## src/rtl/ddc_gpio_pkg.sv

```systemverilog
package ddc_gpio_pkg;
  localparam int REG_W  = 32;
  localparam int LANE_W = 8;
  localparam int LANES  = REG_W / LANE_W;
  localparam int RB_LO  = 8;   // readback field, cleared on every qualifying write
  localparam int RB_HI  = 11;

  typedef struct packed {
    logic scl;
    logic sda;
  } line_pair_t;
endpackage

```

## src/rtl/ddc_byte_merge.sv

```systemverilog
module ddc_byte_merge #(
  parameter int LANES  = 4,
  parameter int LANE_W = 8
) (
  input  logic [LANES*LANE_W-1:0] old_i,
  input  logic [LANES*LANE_W-1:0] new_i,
  input  logic [LANES-1:0]        be_i,
  output logic [LANES*LANE_W-1:0] merged_o
);
  for (genvar l = 0; l < LANES; l++) begin : g_lane
    assign merged_o[l*LANE_W +: LANE_W] = be_i[l] ? new_i[l*LANE_W +: LANE_W]
                                                  : old_i[l*LANE_W +: LANE_W];
  end
endmodule

```

## src/rtl/ddc_write_gate.sv

```systemverilog
module ddc_write_gate #(
  parameter int LANES   = 4,
  parameter int EN_LANE = 2,
  parameter int GATED   = 1
) (
  input  logic             wr_en_i,
  input  logic [LANES-1:0] be_i,
  input  logic             mask_i,   // update mask after merge
  input  logic [1:0]       en_i,     // line enables after merge
  output logic             qual_o
);
  if (GATED != 0) begin : g_gated
    logic covers_en, lane0_live;
    assign covers_en  = be_i[EN_LANE];
    assign lane0_live = be_i[0] && (|en_i);
    assign qual_o     = wr_en_i && mask_i && (covers_en || lane0_live);
  end else begin : g_open
    logic unused;
    assign unused = mask_i ^ (|en_i) ^ (|be_i);
    assign qual_o = wr_en_i;
  end
endmodule

```

## src/rtl/ddc_sync.sv

```systemverilog
module ddc_sync #(
  parameter int W      = 2,
  parameter int STAGES = 2
) (
  input  logic         clk_i,
  input  logic         rst_ni,
  input  logic [W-1:0] d_i,
  output logic [W-1:0] q_o
);
  logic [W-1:0] st_q [STAGES];

  for (genvar s = 0; s < STAGES; s++) begin : g_st
    always_ff @(posedge clk_i or negedge rst_ni) begin
      if (!rst_ni) st_q[s] <= '1;   // idle bus is high
      else if (s == 0) st_q[s] <= d_i;
      else st_q[s] <= st_q[s-1];
    end
  end

  assign q_o = st_q[STAGES-1];
endmodule

```

## src/rtl/ddc_gpio_reg.sv

```systemverilog
module ddc_gpio_reg
  import ddc_gpio_pkg::*;
#(
  parameter int BASE        = 1,
  parameter int GATED       = 1,
  parameter int MASK_BIT    = 25,
  parameter int SYNC_STAGES = 2
) (
  input  logic             clk_i,
  input  logic             rst_ni,
  input  logic             wr_en_i,
  input  logic [LANES-1:0] be_i,
  input  logic [REG_W-1:0] wdata_i,
  output logic [REG_W-1:0] rdata_o,
  output logic             scl_pull_o,
  output logic             sda_pull_o,
  input  logic             scl_i,
  input  logic             sda_i
);
  localparam int SDA_VAL = BASE;
  localparam int SCL_VAL = BASE + 1;
  localparam int SDA_EN  = BASE + 16;
  localparam int SCL_EN  = BASE + 17;
  localparam int SDA_RB  = BASE + 8;
  localparam int SCL_RB  = BASE + 9;
  localparam int EN_LANE = SDA_EN / LANE_W;
  localparam int SETTLE  = SYNC_STAGES + 1;
  localparam int CNT_W   = $clog2(SETTLE + 1);

  logic [REG_W-1:0] reg_q, merged_w, next_w;
  logic             qual_w, capture_w;
  line_pair_t       pull_q, pad_w, sync_w;
  logic [CNT_W-1:0] cnt_q;

  ddc_byte_merge #(.LANES(LANES), .LANE_W(LANE_W)) u_merge (
    .old_i   (reg_q),
    .new_i   (wdata_i),
    .be_i    (wr_en_i ? be_i : '0),
    .merged_o(merged_w)
  );

  ddc_write_gate #(.LANES(LANES), .EN_LANE(EN_LANE), .GATED(GATED)) u_gate (
    .wr_en_i(wr_en_i),
    .be_i   (be_i),
    .mask_i (merged_w[MASK_BIT]),
    .en_i   ({merged_w[SCL_EN], merged_w[SDA_EN]}),
    .qual_o (qual_w)
  );

  assign pad_w = '{scl: scl_i, sda: sda_i};

  ddc_sync #(.W(2), .STAGES(SYNC_STAGES)) u_sync (
    .clk_i (clk_i),
    .rst_ni(rst_ni),
    .d_i   (pad_w),
    .q_o   (sync_w)
  );

  // A new qualifying write restarts the settle window; its own clear wins.
  assign capture_w = (cnt_q == CNT_W'(1)) && !qual_w;

  always_comb begin
    next_w = merged_w;
    if (qual_w) next_w[RB_HI:RB_LO] = '0;
    if (capture_w) begin
      next_w[SCL_RB] = sync_w.scl;
      next_w[SDA_RB] = sync_w.sda;
    end
  end

  always_ff @(posedge clk_i or negedge rst_ni) begin
    if (!rst_ni) begin
      reg_q  <= '0;
      pull_q <= '0;
      cnt_q  <= '0;
    end else begin
      reg_q <= next_w;
      if (qual_w) begin
        pull_q.scl <= merged_w[SCL_EN] && !merged_w[SCL_VAL];
        pull_q.sda <= merged_w[SDA_EN] && !merged_w[SDA_VAL];
        cnt_q      <= CNT_W'(SETTLE);
      end else if (cnt_q != '0) begin
        cnt_q <= cnt_q - CNT_W'(1);
      end
    end
  end

  assign rdata_o    = reg_q;
  assign scl_pull_o = pull_q.scl;
  assign sda_pull_o = pull_q.sda;
endmodule

```

## config.mk

```make
export PLATFORM = sky130hd
export DESIGN_NAME = ddc_gpio_reg
export DESIGN_NICKNAME = d
export VERILOG_FILES = /design/src/rtl/ddc_gpio_pkg.sv /design/src/rtl/ddc_byte_merge.sv /design/src/rtl/ddc_write_gate.sv /design/src/rtl/ddc_sync.sv /design/src/rtl/ddc_gpio_reg.sv
export SDC_FILE = /design/constraint.sdc
export NUM_CORES = 1
export LEC_CHECK = 0
export BUFFER_PORTS_ARGS = -buffer_cell sky130_fd_sc_hd__buf_4
export CAP_MARGIN = 20
export CORE_UTILIZATION = 46
export CTS_CLUSTER_SIZE = 20
export DETAILED_ROUTE_END_ITERATION = 6
export GPL_TIMING_DRIVEN = 0
export PLACE_DENSITY_LB_ADDON = 0.15
export SKIP_CTS_REPAIR_TIMING = 1
export SKIP_LAST_GASP = 1
export SLEW_MARGIN = 25
export SYNTH_ARGS = -nofsm -noshare
export SYNTH_HDL_FRONTEND = slang
export SYNTH_SLANG_ARGS = --single-unit
```

## constraint.sdc

```tcl
create_clock -name clk_i -period 1.45 [get_ports clk_i]
set_input_delay 0.2175 -clock clk_i [delete_from_list [all_inputs] [get_ports clk_i]]
set_output_delay 0.2175 -clock clk_i [all_outputs]
set_load 0.01 [all_outputs]
```

### Yosys cells after proc, flatten, opt, wreduce, memory -nomap -nowiden

Cells that the tools add are included.

* $add $sub $neg: 1
* equal/unequal tests: 1
* multiplexer cells: 9
* reduce and logical (&&, ||, !) cells: 15

Operators with widths (count)
* $mux W4: 3
* $mux W2: 4
* $logic_and A1 B1 Y1: 6
* $mux W3: 2
* $reduce_bool A2 Y1: 3
* $logic_not A1 Y1: 3
* $reduce_bool A3 Y1: 1
* $eq A2 B1 Y1 const B: 1
* $reduce_or A2 Y1: 1
* $sub A2 B1 Y2 const B: 1
* $logic_or A1 B1 Y1: 1

* register bits: 40
* bits of input ports: 41
* output and inout port bits: 34

### Logic depth before layout (Yosys ltp)

* depth after elaboration: 9
* gate-level depth with buffers: 4

### Hierarchy

A second synthesis with hierarchy kept.

* cells, all modules: 106
* area, all modules: 1727.9 µm²

Modules (own cells, without submodules)
* ddc_gpio_reg: instances 1, cells an instance 61, area each 1061.0 µm²
* ddc_byte_merge: instances 1, cells an instance 36, area each 525.5 µm²
* ddc_sync: instances 1, cells an instance 6, area each 120.1 µm²
* ddc_write_gate: instances 1, cells an instance 3, area each 21.3 µm²

### Least setup slack after synthesis

No wires, ideal clock.

* path kind: register -> register
* start point: register reg_q[17], in the netlist rdata_o[17]
* end point: register pull_q (netlist bit scl_pull_o)
* library setup time: 0.125 ns
* arrival time: 1.165 ns
* setup slack: 0.160 ns
* stages on the path, launching flop included: 4
* path buffers: 0
* cells stage by stage: dfrtp_1 -> o21a_1 -> o211a_2 -> mux2_4

* cells in the longest elaborated chain, start to end: 5

Ends and longest elaborated chain
* start: declaration: line ddc_gpio_reg.sv:30 `logic [REG_W-1:0] reg_q, merged_w, next_w;`
* start signal: assignment: line ddc_gpio_reg.sv:77 `reg_q <= next_w;`
* $mux W3: line ddc_byte_merge.sv:11 `assign merged_o[l*LANE_W +: LANE_W] = be_i[l] ? new_i[l*LANE_W +: LANE_W]`
* $reduce_or A2 Y1: line ddc_write_gate.sv:15 `assign lane0_live = be_i[0] && (|en_i);`
* $logic_and A1 B1 Y1: line ddc_write_gate.sv:15
* $logic_or A1 B1 Y1: line ddc_write_gate.sv:16 `assign qual_o = wr_en_i && mask_i && (covers_en || lane0_live);`
* $logic_and A1 B1 Y1: line ddc_write_gate.sv:16
* end: declaration: line ddc_gpio_reg.sv:32 `line_pair_t pull_q, pad_w, sync_w;`

No other way between the ends.
A chain may end at the register's enable or synchronous reset.

### Worst setup path in the final report

* start point: register reg_q[17], in the netlist rdata_o[17]
* end point: register pull_q (netlist bit sda_pull_o)

* cells in the longest elaborated chain, start to end: 5
* elaborated cells between the ends (all ways): 6
* classes of those cells: mux: 1; reduce/logical: 5

Ends and longest elaborated chain (line)
* $mux W3 (*): ddc_byte_merge.sv:11
* $reduce_or A2 Y1: ddc_write_gate.sv:15
* $logic_and A1 B1 Y1: ddc_write_gate.sv:15
* $logic_or A1 B1 Y1: ddc_write_gate.sv:16
* $logic_and A1 B1 Y1: ddc_write_gate.sv:16

Mark *: on every way between the ends. The rest lies on a longest branch, timed or not.

==> results.toml <==
[clock_tree]
cts.sinks = 40
clkLatencyLatePin_ns = 0.36
path_clk_slew_ns = 0.13
root_buffer = "clkbuf_4"
clockBufferDepth = 2
cts_buffers = 5
h-tree-depth = 2
cts_tree = "done"

[synthesis]
ys_ff_latch = 40
synth_edf_count = 0
synth-compound-area-share = 0.0662
synthTopCellsByArea = "dfrtp_1 55%, mux2_2 17%, dfstp_2 6.5%"
yosys_warnings = 0
synth_top_family_by_area = "multiplexers"
synthCells = 108
synth_mux_area_frac = 0.200
synth_top_area_frac = 0.554
synthDistinctLibCells = 27
synth_top_area_cell = "dfrtp_1"
syn_area_um2 = 1630
synthXorXnorAreaFrac = 0.00538
synth_flop_cell = "dfrtp_1"
mappedNetlistNets = 151
synthAdderAreaFrac = 0.0154
async_flop_share = 1.00
avgSynthCellArea_um2 = 15.1
yosys.area_share.simple = 0.0831
ys_seq_area_frac = 0.618

[final_layout]
drive_above_1_share = 0.648
layout.cells.non_filler = 239
area_growth_pct = 45.1
fill_cells = 266
utilization = 0.702
final_common_cell = "buf_4"
fin_nets = 235
final_cell_mix = "74 x buf_4, 36 x dfrtp_1, 24 x mux2_2"
num_antenna_cells = 0

[routing]
drc = 0
vias = 1161
dr.pass1.iters = 3
finalWirelength_um = 3220
antenna_left = 0
drtIter0Drc = 13
avgRoutedWirePerCell_um = 13.5
avgViaCountPerCell = 4.86

[timing]
worst_pin_slew_ns = 0.482
fmax_mhz = 737
rsz0062_at_grt = "false"
clock_skew_ns = 0.0143
finalCriticalPeriod_ns = 1.36
report.final.slew_viol_count = 0
slew_headroom = 0.678
final.setup.tns_ns = 0
setup_viol = 0
hold_viol = 0
finalCritPeriodShare = 0.936
holdWs_ns = 0.0812

[die]
dieHeight_um = 61.5
die_w_um = 61.5
dieArea_um2 = 3780
io_pins = 75
initial_core_util = 0.484
coreArea_um2 = 3360
rows = 21

[power]
p_per_area_nw_per_um2 = 1300
leakagePower_nw = 1.17
ir_drop_uv = 770

[critical_path]
crit_path_end_kind = "flip-flop"
crit_chain = "o21a_1, o211a_2, mux2_4"
cp.required_ns = 1.69
critPathLaunchType = "flip-flop"
crit_arrival_ns = 1.60
critical_path_class = "flip-flop to flip-flop"
crit_family = "compound AO/OA/AOI/OAI gates"
worst-path-buf-inv = 0
critPathMaxFanout = 8
slowest_delay_ns = 0.43
cp_slowest_cell = "dfrtp_1"

[place]
port_buffers = 74
dp_cells = 228
routabilityCongestion = 0.733
dp_hpwl_um = 2470

[grt]
grt_pass1_wl_um = 4610
antenna_found_initial = 0
grt_pass1_vias = 1099
grt.total_usage = 0.176
grt-ovfl-total = 0
grt_max_degree = 41

[status]
outcome = "completed"

[worst_hold_path]
hold_path_class = "primary input to flip-flop"

[run]
drv_cap = 0
[layout make-up]
class,count,area (um^2),share of cell area
Buffer,1,11.3,0.00477
Clock buffer,6,51.3,0.0217
Clock inverter,2,38.8,0.0164
Inverter,2,7.51,0.00318
Multi-Input combinational cell,65,602,0.255
Sequential cell,40,1010,0.426
Tap cell,46,57.6,0.0244
Timing Repair Buffer,77,586,0.248
[routing by layer]
layer | routed length [um] | GRT usage | vias to the layer above
met3 | 182 | 0.0504 | 7
met2 | 1730 | 0.317 | 44
met5 | 0 | 0 | -
met4 | 66 | 0.0952 | 0
met1 | 1240 | 0.184 | 557
li1 | - | - | 553
[metrics by stage]
stage	instance area [um^2]	power, mW	setup WS [ns]
final	2360	3.07	0.0933
after global routing	2360	3.25	0.0533
after CTS	2330	3.10	0.0916
after detailed placement	2240	2.32	0.125
after global placement	2240	2.28	0.147
after floorplan	1630	1.88	0.160
[synth_stat cells, types with 2 or more instances]
master	n
nand2_1	4
nor3_1	2
mux2_2	24
nor2b_1	2
a221oi_2	2
inv_1	2
nand3_2	2
nand3_1	2
dfrtp_1	36
and3_1	4
a21oi_1	2
ha_1	2
a21o_1	2
a211oi_1	2
dfstp_2	4
mux2_4	3
nand2_2	3
[sequential cells by signal (all words and copies together) (netlist names)]
| register | count |
|---|---|
| rdata_o | 32 |
| cnt_q | 2 |
| u_sync.q_o | 2 |
| u_sync.st_q | 2 |
| scl_pull_o | 1 |
| sda_pull_o | 1 |
[path summary, 6_finish.rpt]
kind,from,end,slack (ns),depth (start not counted)
max in group asynchronous,rst_ni,u_sync.q_o[0]$_DFF_PN1_,0.74,2
setup / recovery,rdata_o[17]$_DFF_PN0_,sda_pull_o$_DFFE_PN0P_,0.09,3
setup reg to reg,rdata_o[17]$_DFF_PN0_,sda_pull_o$_DFFE_PN0P_,0.09,3
min in group asynchronous,rst_ni,rdata_o[9]$_DFFE_PN0P_,0.35,2
hold reg to reg,u_sync.st_q[3]$_DFF_PN1_,u_sync.q_o[1]$_DFF_PN1_,0.36,0
hold / removal,wdata_i[5],rdata_o[5]$_DFFE_PN0P_,0.08,2
[cells by family (layout without fill, tap and decap cells)]
kind of cell    count (synthesis)  count (layout)
compound gates                 12              12
xor+xnor                        1               1
fa+ha+maj                       2               2
buf+inv                         3              88
flops                          40              40
mux                            28              28
simple gates                   22              22
[report_power, final]
part	internal [mW]	switching, mW
clock network	0.413	0.359
logic	0.512	0.355
registers	1.32	0.113
Note: power is estimated with default switching activity, not from simulation.
